[config.mk]
export PLATFORM = sky130hd
export DESIGN_NAME = ring_dma_engine
export DESIGN_NICKNAME = d
export VERILOG_FILES = /design/src/rtl/ring_dma_pkg.sv /design/src/rtl/ring_dma_regs.sv /design/src/rtl/ring_dma_ptr.sv /design/src/rtl/ring_dma_req.sv /design/src/rtl/ring_dma_engine.sv
export SDC_FILE = /design/constraint.sdc
export NUM_CORES = 1
export LEC_CHECK = 0
export BUFFER_PORTS_ARGS = -buffer_cell sky130_fd_sc_hd__buf_4
export CORE_ASPECT_RATIO = 1.75
export CORE_MARGIN = 2
export CORE_UTILIZATION = 64
export CTS_CLUSTER_DIAMETER = 50
export CTS_CLUSTER_SIZE = 12
export DETAILED_ROUTE_END_ITERATION = 8
export PLACE_DENSITY_LB_ADDON = 0.15
export SLEW_MARGIN = 0
export SYNTH_ARGS = -nofsm -noshare
export SYNTH_HDL_FRONTEND = slang
export SYNTH_SLANG_ARGS = --single-unit
[constraint.sdc]
create_clock -name clk -period 8.59 [get_ports clk]
set_input_delay 0 -clock clk [delete_from_list [all_inputs] [get_ports clk]]
set_output_delay 0 -clock clk [all_outputs]
set_load 0.02 [all_outputs]
[src/rtl/ring_dma_pkg.sv]
package ring_dma_pkg;
  localparam int unsigned ADDR_W      = 32;
  localparam int unsigned BURST_BYTES = 8;
  localparam int unsigned BURST_SH    = $clog2(BURST_BYTES);
  localparam int unsigned PER_W       = 16;
  localparam int unsigned NSRC        = 8;
  localparam int unsigned THR_W       = 8;

  typedef enum logic [3:0] {
    RA_CTRL0  = 4'd0,
    RA_CTRL1  = 4'd1,
    RA_BASE   = 4'd2,
    RA_LAST   = 4'd3,
    RA_INIT   = 4'd4,
    RA_PERIOD = 4'd5,
    RA_THRESH = 4'd6,
    RA_STAT1  = 4'd7,
    RA_STAT2  = 4'd8
  } reg_idx_e;

  typedef enum logic [1:0] {
    S2_COUNT   = 2'd0,
    S2_POINTER = 2'd1,
    S2_LEVEL   = 2'd2,
    S2_NONE    = 2'd3
  } stat2_sel_e;

  typedef enum logic {
    RQ_IDLE = 1'b0,
    RQ_WAIT = 1'b1
  } rq_state_e;
endpackage

[src/rtl/ring_dma_regs.sv]
module ring_dma_regs
  import ring_dma_pkg::*;
#(
  parameter int unsigned LVL_W = 9
) (
  input  logic              clk,
  input  logic              rst_n,
  input  logic              we,
  input  logic [3:0]        addr,
  input  logic [31:0]       wdata,
  output logic [31:0]       rdata,
  input  logic [NSRC-1:0]   set_evt,
  input  logic [ADDR_W-1:0] ptr,
  input  logic [PER_W-1:0]  cnt,
  input  logic [LVL_W-1:0]  level,
  output logic              run,
  output logic              load,
  output logic [ADDR_W-1:0] base,
  output logic [ADDR_W-1:0] last,
  output logic [ADDR_W-1:0] init,
  output logic [PER_W-1:0]  period,
  output logic [THR_W-1:0]  thr,
  output logic              irq
);
  logic              run_q, run_n, run_d_q;
  logic              pend_q, pend_n;
  logic [NSRC-1:0]   en_q, en_n;
  logic [NSRC-1:0]   clr_q, clr_n;
  logic [1:0]        sel_q, sel_n;
  logic [ADDR_W-1:0] base_q, base_n, last_q, last_n, init_q, init_n;
  logic [PER_W-1:0]  per_q, per_n;
  logic [THR_W-1:0]  thr_q, thr_n;
  logic [NSRC-1:0]   sts_q, sts_n;
  logic [NSRC-1:0]   release_mask;
  logic              release_wr;
  logic [ADDR_W-1:0] aligned_wd;
  logic              unused_wd;

  assign unused_wd  = ^wdata;
  assign aligned_wd = {wdata[ADDR_W-1:BURST_SH], {BURST_SH{1'b0}}};
  assign release_wr = we && (addr == RA_CTRL1) && (wdata[NSRC-1:0] == '0);
  assign release_mask = release_wr ? clr_q : '0;
  assign load = run_q & ~run_d_q & pend_q;

  always_comb begin
    run_n  = run_q;  en_n   = en_q;   clr_n  = clr_q;  sel_n = sel_q;
    base_n = base_q; last_n = last_q; init_n = init_q;
    per_n  = per_q;  thr_n  = thr_q;
    pend_n = load ? 1'b0 : pend_q;
    if (we) begin
      case (addr)
        RA_CTRL0: begin
          run_n = wdata[0];
          en_n  = wdata[8 +: NSRC];
        end
        RA_CTRL1: begin
          clr_n = wdata[NSRC-1:0];
          sel_n = wdata[17:16];
        end
        RA_BASE:   base_n = aligned_wd;
        RA_LAST:   last_n = aligned_wd;
        RA_INIT: begin
          init_n = aligned_wd;
          pend_n = 1'b1;
        end
        RA_PERIOD: per_n = wdata[PER_W-1:0];
        RA_THRESH: thr_n = wdata[THR_W-1:0];
        default: ;
      endcase
    end
    sts_n = (sts_q & ~release_mask) | set_evt;
  end

  always_ff @(posedge clk or negedge rst_n) begin
    if (!rst_n) begin
      run_q <= 1'b0; run_d_q <= 1'b0; pend_q <= 1'b1;
      en_q <= '0; clr_q <= '0; sel_q <= '0;
      base_q <= '0; last_q <= '0; init_q <= '0;
      per_q <= '0; thr_q <= '0; sts_q <= '0;
    end else begin
      run_q <= run_n; run_d_q <= run_q; pend_q <= pend_n;
      en_q <= en_n; clr_q <= clr_n; sel_q <= sel_n;
      base_q <= base_n; last_q <= last_n; init_q <= init_n;
      per_q <= per_n; thr_q <= thr_n; sts_q <= sts_n;
    end
  end

  always_comb begin
    rdata = '0;
    case (addr)
      RA_CTRL0:  rdata = {{(32-8-NSRC){1'b0}}, en_q, 7'b0, run_q};
      RA_CTRL1:  rdata = {14'b0, sel_q, {(16-NSRC){1'b0}}, clr_q};
      RA_BASE:   rdata = base_q;
      RA_LAST:   rdata = last_q;
      RA_INIT:   rdata = init_q;
      RA_PERIOD: rdata = {{(32-PER_W){1'b0}}, per_q};
      RA_THRESH: rdata = {{(32-THR_W){1'b0}}, thr_q};
      RA_STAT1:  rdata = {{(32-NSRC){1'b0}}, sts_q};
      RA_STAT2: begin
        case (stat2_sel_e'(sel_q))
          S2_COUNT:   rdata = {{(32-PER_W){1'b0}}, cnt};
          S2_POINTER: rdata = ptr;
          S2_LEVEL:   rdata = {{(32-LVL_W){1'b0}}, level};
          default:    rdata = '0;
        endcase
      end
      default: rdata = '0;
    endcase
  end

  assign run    = run_q;
  assign base   = base_q;
  assign last   = last_q;
  assign init   = init_q;
  assign period = per_q;
  assign thr    = thr_q;
  assign irq    = |(sts_q & en_q);

  assert_sticky_R6: assert property (@(posedge clk) disable iff (!rst_n)
    (sts_q[0] && !release_wr) |=> sts_q[0]);
  assert_release_clears_R6: assert property (@(posedge clk) disable iff (!rst_n)
    (release_wr && clr_q[0] && !set_evt[0]) |=> !sts_q[0]);
endmodule

[src/rtl/ring_dma_ptr.sv]
module ring_dma_ptr
  import ring_dma_pkg::*;
(
  input  logic              clk,
  input  logic              rst_n,
  input  logic              load,
  input  logic              adv,
  input  logic [ADDR_W-1:0] base,
  input  logic [ADDR_W-1:0] last,
  input  logic [ADDR_W-1:0] init,
  input  logic [PER_W-1:0]  period,
  output logic [ADDR_W-1:0] ptr,
  output logic [PER_W-1:0]  cnt,
  output logic              evt
);
  logic [ADDR_W-1:0] ptr_q, ptr_n;
  logic [PER_W-1:0]  cnt_q, cnt_n;
  logic [PER_W:0]    cnt_inc;
  logic              hit;

  assign cnt_inc = {1'b0, cnt_q} + {{PER_W{1'b0}}, 1'b1};
  assign hit     = (period != '0) && (cnt_inc >= {1'b0, period});
  assign evt     = adv && !load && hit;

  always_comb begin
    ptr_n = ptr_q;
    cnt_n = cnt_q;
    if (load) begin
      ptr_n = init;
      cnt_n = '0;
    end else if (adv) begin
      ptr_n = (ptr_q == last) ? base : ptr_q + ADDR_W'(BURST_BYTES);
      cnt_n = hit ? '0 : cnt_inc[PER_W-1:0];
    end
  end

  always_ff @(posedge clk or negedge rst_n) begin
    if (!rst_n) begin
      ptr_q <= '0;
      cnt_q <= '0;
    end else begin
      ptr_q <= ptr_n;
      cnt_q <= cnt_n;
    end
  end

  assign ptr = ptr_q;
  assign cnt = cnt_q;

  assert_wrap_to_base_R3: assert property (@(posedge clk) disable iff (!rst_n)
    (adv && !load && ptr_q == last) |=> (ptr_q == $past(base)));
  assert_step_burst_R3: assert property (@(posedge clk) disable iff (!rst_n)
    (adv && !load && ptr_q != last) |=> (ptr_q == $past(ptr_q) + ADDR_W'(BURST_BYTES)));
  assert_period_restart_R4: assert property (@(posedge clk) disable iff (!rst_n)
    evt |=> (cnt_q == '0));
endmodule

[src/rtl/ring_dma_req.sv]
module ring_dma_req
  import ring_dma_pkg::*;
#(
  parameter int unsigned FIFO_DEPTH = 256,
  parameter bit          CAPTURE    = 1'b1,
  parameter int unsigned LVL_W      = $clog2(FIFO_DEPTH + 1)
) (
  input  logic             clk,
  input  logic             rst_n,
  input  logic             run,
  input  logic [THR_W-1:0] thr,
  input  logic [LVL_W-1:0] level,
  input  logic             ack,
  output logic             req,
  output logic             adv
);
  localparam int unsigned CW = 16;

  rq_state_e       st_q, st_n;
  logic [CW-1:0]   thr_bytes;
  logic [CW-1:0]   avail;
  logic            want;

  assign thr_bytes = (CW'(thr) + CW'(1)) << BURST_SH;

  generate
    if (CAPTURE) begin : g_capture
      assign avail = CW'(level);
    end else begin : g_playback
      assign avail = CW'(FIFO_DEPTH) - CW'(level);
    end
  endgenerate

  assign want = (avail >= thr_bytes);
  assign adv  = (st_q == RQ_WAIT) && ack && run;

  always_comb begin
    st_n = st_q;
    case (st_q)
      RQ_IDLE: if (run && want) st_n = RQ_WAIT;
      RQ_WAIT: if (!run || ack) st_n = RQ_IDLE;
      default: st_n = RQ_IDLE;
    endcase
  end

  always_ff @(posedge clk or negedge rst_n) begin
    if (!rst_n) st_q <= RQ_IDLE;
    else        st_q <= st_n;
  end

  assign req = (st_q == RQ_WAIT);

  assert_stop_drops_req_R7: assert property (@(posedge clk) disable iff (!rst_n)
    !run |=> !req);
  assert_one_burst_per_req_R2: assert property (@(posedge clk) disable iff (!rst_n)
    adv |=> !req);
endmodule

[src/rtl/ring_dma_engine.sv]
module ring_dma_engine
  import ring_dma_pkg::*;
#(
  parameter int unsigned FIFO_DEPTH = 256,
  parameter bit          CAPTURE    = 1'b1,
  parameter int unsigned LVL_W      = $clog2(FIFO_DEPTH + 1)
) (
  input  logic              clk,
  input  logic              rst_n,
  input  logic              reg_we,
  input  logic [3:0]        reg_addr,
  input  logic [31:0]       reg_wdata,
  output logic [31:0]       reg_rdata,
  input  logic [LVL_W-1:0]  fifo_level,
  output logic              mem_req,
  output logic [ADDR_W-1:0] mem_addr,
  input  logic              mem_ack,
  output logic              irq
);
  logic              run, load, adv, evt;
  logic [ADDR_W-1:0] base, last, init, ptr;
  logic [PER_W-1:0]  period, cnt;
  logic [THR_W-1:0]  thr;
  logic [NSRC-1:0]   set_evt;

  assign set_evt = {{(NSRC-1){1'b0}}, evt};

  ring_dma_regs #(.LVL_W(LVL_W)) u_regs (
    .clk(clk), .rst_n(rst_n), .we(reg_we), .addr(reg_addr), .wdata(reg_wdata),
    .rdata(reg_rdata), .set_evt(set_evt), .ptr(ptr), .cnt(cnt), .level(fifo_level),
    .run(run), .load(load), .base(base), .last(last), .init(init),
    .period(period), .thr(thr), .irq(irq)
  );

  ring_dma_ptr u_ptr (
    .clk(clk), .rst_n(rst_n), .load(load), .adv(adv), .base(base), .last(last),
    .init(init), .period(period), .ptr(ptr), .cnt(cnt), .evt(evt)
  );

  ring_dma_req #(.FIFO_DEPTH(FIFO_DEPTH), .CAPTURE(CAPTURE), .LVL_W(LVL_W)) u_req (
    .clk(clk), .rst_n(rst_n), .run(run), .thr(thr), .level(fifo_level),
    .ack(mem_ack), .req(mem_req), .adv(adv)
  );

  assign mem_addr = ptr;
endmodule

==> impl_metrics.py <==
metrics = {
    "setup_path": {
        "crit_path_end_kind": "flop",
        "worst_ep_required_time_ns": 8.87,
        "timing.rr.end": "u_ptr.cnt[11]$_DFFE_PN0P_",
        "crit_path_start_kind": "flop",
        "wp_data_arrival_ns": 3.77,
        "rrSetupSlack_ns": 5.09,
        "timing.critical_path.fanout_max": 17,
        "rr_startpoint": "u_ptr.cnt[0]$_DFFE_PN0P_",
        "worst-r2r-cell-count": 10,
        "worstSetupPathType": "flop to flop",
    },
    "route": {
        "drt-vias-per-instance": 6.90,
        "detailedRoute.firstIterationViolations": 827,
        "drt_first_pass_iters": 6,
        "drt.antenna.violating_nets": 0,
        "detail_route.drc_violations": 0,
        "post_drt_wl_per_cell_um": 25.0,
        "num_vias": 9717,
        "routed_wl_um": 35300,
    },
    "clock_tree": {
        "post-cts-setup-buffer-count": 0,
        "cts_max_path_buffers": 2,
        "cts_inserted_buffers": 17,
        "cts_num_sinks": 186,
        "path_clk_slew_ns": 0.07,
        "clk-insertion-delay-late_ns": 0.44,
        "cts_root_buf": "sky130_fd_sc_hd__clkbuf_16",
        "cts_tree": "yes",
        "deepest_level_of_the_cts_h_tree": 4,
    },
    "logic_synthesis": {
        "synth-seq-area-share": 0.429,
        "postSynthAreaPerCell_um2": 10.2,
        "synth_flop_cell": "sky130_fd_sc_hd__dfrtp_1",
        "synth_cell_type_count": 69,
        "netlist_instances": 1069,
        "synth.yosys.warnings": 0,
        "syn-cell-area_um2": 10900,
        "postSynth.asyncResetShare": 1.00,
        "synth.ff_latch_count": 186,
        "synth-edff-count": 0,
    },
    "timing": {
        "maxSlewHeadroom": 0.155,
        "final.setup.tns_ns": 0,
        "worst_pin_slew_ns": 1.26,
        "setup_violations_final": 0,
        "fin_hold_ws_ns": 0.124,
        "timing.final.crit_share": 0.407,
        "max_freq_ghz": 0.286,
        "report.final.hold_viol_count": 0,
        "fin_crit_ns": 3.50,
        "unrepaired_setup_endpoints_after_global_routing": "false",
        "skew_ns": 0.00953,
        "slew_viol_final": 0,
    },
    "global_route": {
        "global_router_s_overall_resource_usage": 0.398,
        "vias_in_the_first_global_route": 9773,
        "global_route_wire_length_before_repair_um": 54000,
        "grt_overflow_total": 0,
        "initial_antenna_violation_count": 0,
        "grt_start_max_net_pins": 114,
    },
    "power": {
        "vdd_ir_drop_max_mv": 0.152,
        "cellPowerDensity_nw_per_um2": 232,
        "leakagePower_nw": 5.66,
    },
    "worst_hold_path": {
        "worst_hold_path.num_cells": 4,
        "min_delay_worst_type": "input port to flop",
        "hold_path_end": "u_req.req$_DFF_PN0_",
        "hold_start": "fifo_level[6]",
    },
    "finish": {
        "utilization": 0.759,
        "final_layout_size_suffix_gt1_frac": 0.256,
        "seqCellArea_um2": 4660,
        "nNetsFinal": 1245,
        "final.fill_count": 1199,
        "antenna_cells": 0,
        "area_delta_synth_final_pct": 17.4,
        "area_of_combinational_cells_with_multiple_inputs_um2": 5760,
    },
    "placement": {
        "hpwlAfterDp_um": 23700,
        "numPortBuffers": 111,
        "gp_congestion": 0.988,
    },
    "die": {
        "die_width_um": 102,
        "die_area_um2": 18100,
        "placement_rows": 63,
        "io_pins": 115,
        "initial_utilization": 0.646,
        "chip_height_um": 176,
        "fp.coreArea_um2": 16800,
    },
    "flow_run": {
        "max_cap_viol_count": 0,
    },
    "run_status": {
        "run_status": "finished clean",
    },
}
[kinds of logic (layout without fill, tap and decap cells)]
family / count (synthesis) / in the layout / synth area share
buf+inv: 106 / 217 / 0.0425
other cells: 1 / 3 / 0.000346
fa+ha+maj: 25 / 25 / 0.0288
flops: 186 / 186 / 0.429
xor+xnor: 56 / 56 / 0.0452
compound gates: 245 / 245 / 0.162
mux: 151 / 151 / 0.155
simple gates: 299 / 299 / 0.138
[worst max-delay path by stage]
stage                              from                   endpoint  slack [ns]  cells past startpoint
2_1_floorplan  u_ptr.cnt[0]$_DFFE_PN0P_  u_ptr.cnt[10]$_DFFE_PN0P_        5.81                     11
3_3_place_gp   u_ptr.cnt[0]$_DFFE_PN0P_   u_ptr.cnt[1]$_DFFE_PN0P_        5.24                     10
3_5_place_dp   u_ptr.cnt[0]$_DFFE_PN0P_  u_ptr.cnt[14]$_DFFE_PN0P_        5.16                     10
4_1_cts        u_ptr.cnt[0]$_DFFE_PN0P_  u_ptr.cnt[11]$_DFFE_PN0P_        5.08                     10
5_1_grt        u_ptr.cnt[0]$_DFFE_PN0P_  u_ptr.cnt[14]$_DFFE_PN0P_        4.79                     10
6_report       u_ptr.cnt[0]$_DFFE_PN0P_  u_ptr.cnt[11]$_DFFE_PN0P_        5.09                     10
[synthesized netlist by cell type, types with 5 or more instances]
master                        n  area share
sky130_fd_sc_hd__a2111oi_0   11      0.0089
sky130_fd_sc_hd__a211oi_1    13      0.0090
sky130_fd_sc_hd__a21boi_0     7      0.0048
sky130_fd_sc_hd__a21o_1      12      0.0083
sky130_fd_sc_hd__a21oi_1     39       0.018
sky130_fd_sc_hd__a221oi_1    12      0.0097
sky130_fd_sc_hd__a222oi_1    18       0.017
sky130_fd_sc_hd__a22o_1      11      0.0089
sky130_fd_sc_hd__a22oi_1     18       0.012
sky130_fd_sc_hd__a31oi_1     14      0.0081
sky130_fd_sc_hd__a41oi_1     11      0.0089
sky130_fd_sc_hd__and2_1       9      0.0052
sky130_fd_sc_hd__and3_1      19       0.011
sky130_fd_sc_hd__buf_2       24       0.011
sky130_fd_sc_hd__buf_4        5      0.0035
sky130_fd_sc_hd__clkbuf_1    47       0.016
sky130_fd_sc_hd__dfrtp_1    185        0.43
sky130_fd_sc_hd__ha_1        25       0.029
sky130_fd_sc_hd__inv_1       26      0.0090
sky130_fd_sc_hd__mux2_2     132        0.14
sky130_fd_sc_hd__mux2i_1     19       0.018
sky130_fd_sc_hd__nand2_1    116       0.040
sky130_fd_sc_hd__nand2b_1     8      0.0046
sky130_fd_sc_hd__nand3_1     36       0.017
sky130_fd_sc_hd__nand4_1     14      0.0081
sky130_fd_sc_hd__nor2_1      50       0.017
sky130_fd_sc_hd__nor3_1       7      0.0032
sky130_fd_sc_hd__nor4_1      10      0.0058
sky130_fd_sc_hd__o211ai_1     9      0.0062
sky130_fd_sc_hd__o21ai_0     31       0.014
sky130_fd_sc_hd__o21ai_1     12      0.0055
sky130_fd_sc_hd__o31ai_1      5      0.0035
sky130_fd_sc_hd__xnor2_1     43       0.035
sky130_fd_sc_hd__xor2_1      13       0.010
[cell usage in the layout, fill, tap and decap left out, types with 12 or more instances in the layout]
master / instances
sky130_fd_sc_hd__clkbuf_16: 17
sky130_fd_sc_hd__mux2_2: 132
sky130_fd_sc_hd__a211oi_1: 13
sky130_fd_sc_hd__mux2i_1: 19
sky130_fd_sc_hd__inv_1: 26
sky130_fd_sc_hd__buf_4: 126
sky130_fd_sc_hd__a21o_1: 12
sky130_fd_sc_hd__ha_1: 25
sky130_fd_sc_hd__dlygate4sd3_1: 34
sky130_fd_sc_hd__a22oi_1: 18
sky130_fd_sc_hd__and3_1: 19
sky130_fd_sc_hd__nand3_1: 36
sky130_fd_sc_hd__a31oi_1: 14
sky130_fd_sc_hd__xor2_1: 13
sky130_fd_sc_hd__o21ai_1: 12
sky130_fd_sc_hd__nand2_1: 116
sky130_fd_sc_hd__a221oi_1: 12
sky130_fd_sc_hd__nor2_1: 50
sky130_fd_sc_hd__a21oi_1: 39
sky130_fd_sc_hd__nand4_1: 14
sky130_fd_sc_hd__dfrtp_1: 185
sky130_fd_sc_hd__a222oi_1: 18
sky130_fd_sc_hd__o21ai_0: 31
sky130_fd_sc_hd__xnor2_1: 43
[flip-flops by register name, indices dropped and copies added (netlist names)]
name	cells
u_regs.base	29
u_regs.sel_q	2
u_ptr.cnt	16
u_regs.clr_q	8
u_regs.run	1
u_regs.sts_q	8
u_regs.pend_q	1
u_regs.period	16
u_regs.thr	8
u_req.req	1
u_ptr.ptr	29
u_regs.last	29
u_regs.init	29
u_regs.en_q	8
u_regs.run_d_q	1
[critical path, cell delays in order, from the launching register on]
cell and delay, ns:
sky130_fd_sc_hd__dfrtp_1 0.43, sky130_fd_sc_hd__ha_1 0.31, sky130_fd_sc_hd__nand2_1 0.10, sky130_fd_sc_hd__nor4_1 0.55
sky130_fd_sc_hd__nand3_1 0.17, sky130_fd_sc_hd__xnor2_1 0.17, sky130_fd_sc_hd__ha_1 0.30, sky130_fd_sc_hd__nand3_1 0.10
sky130_fd_sc_hd__o311a_1 0.35, sky130_fd_sc_hd__o2bb2ai_2 0.60, sky130_fd_sc_hd__o21ai_0 0.24
[metrics by stage]
step	std cells	power, W	worst slack, ns	area, um2
detailed placement	1345	0.00206	5.16	11800
finish	1409	0.00296	5.09	12700
floorplan	1071	0.00174	5.81	10900
CTS	1409	0.00294	5.08	12700
global placement	1345	0.00204	5.24	11800
global route	1409	0.00306	4.79	12700
[layer usage]
layer  share of wire  routed length, um  track usage  up-vias
met2            0.50              17500        0.656      645
met3           0.078               2760       0.0578      179
li1                -                  -            -     4148
met1            0.35              12300        0.467     4745
met5               0                  0            0        -
met4           0.077               2730        0.281        0
[report_power, final]
part	internal [W]	total, W	leakage (nW)	switching, W
Combinational	0.000374	0.000779	3.09	0.000406
Clock	0.000537	0.000870	0.313	0.000332
Sequential	0.00105	0.00131	2.26	0.000255
[final cells by class]
cell class	count	share of cell area
well taps	227	0.0223
clock inverters	7	0.0129
inverters	26	0.00766
multi-input cells	779	0.452
repair buffers	161	0.102
clock buffers	23	0.0375
flip-flops and latches	186	0.365
[timing repair]
item                      in CTS  in global routing
hold buffers                  34                  0
resized for setup              0                  0
hold endpoints to repair     243                  0
Note: power is estimated with default switching activity, not from simulation.
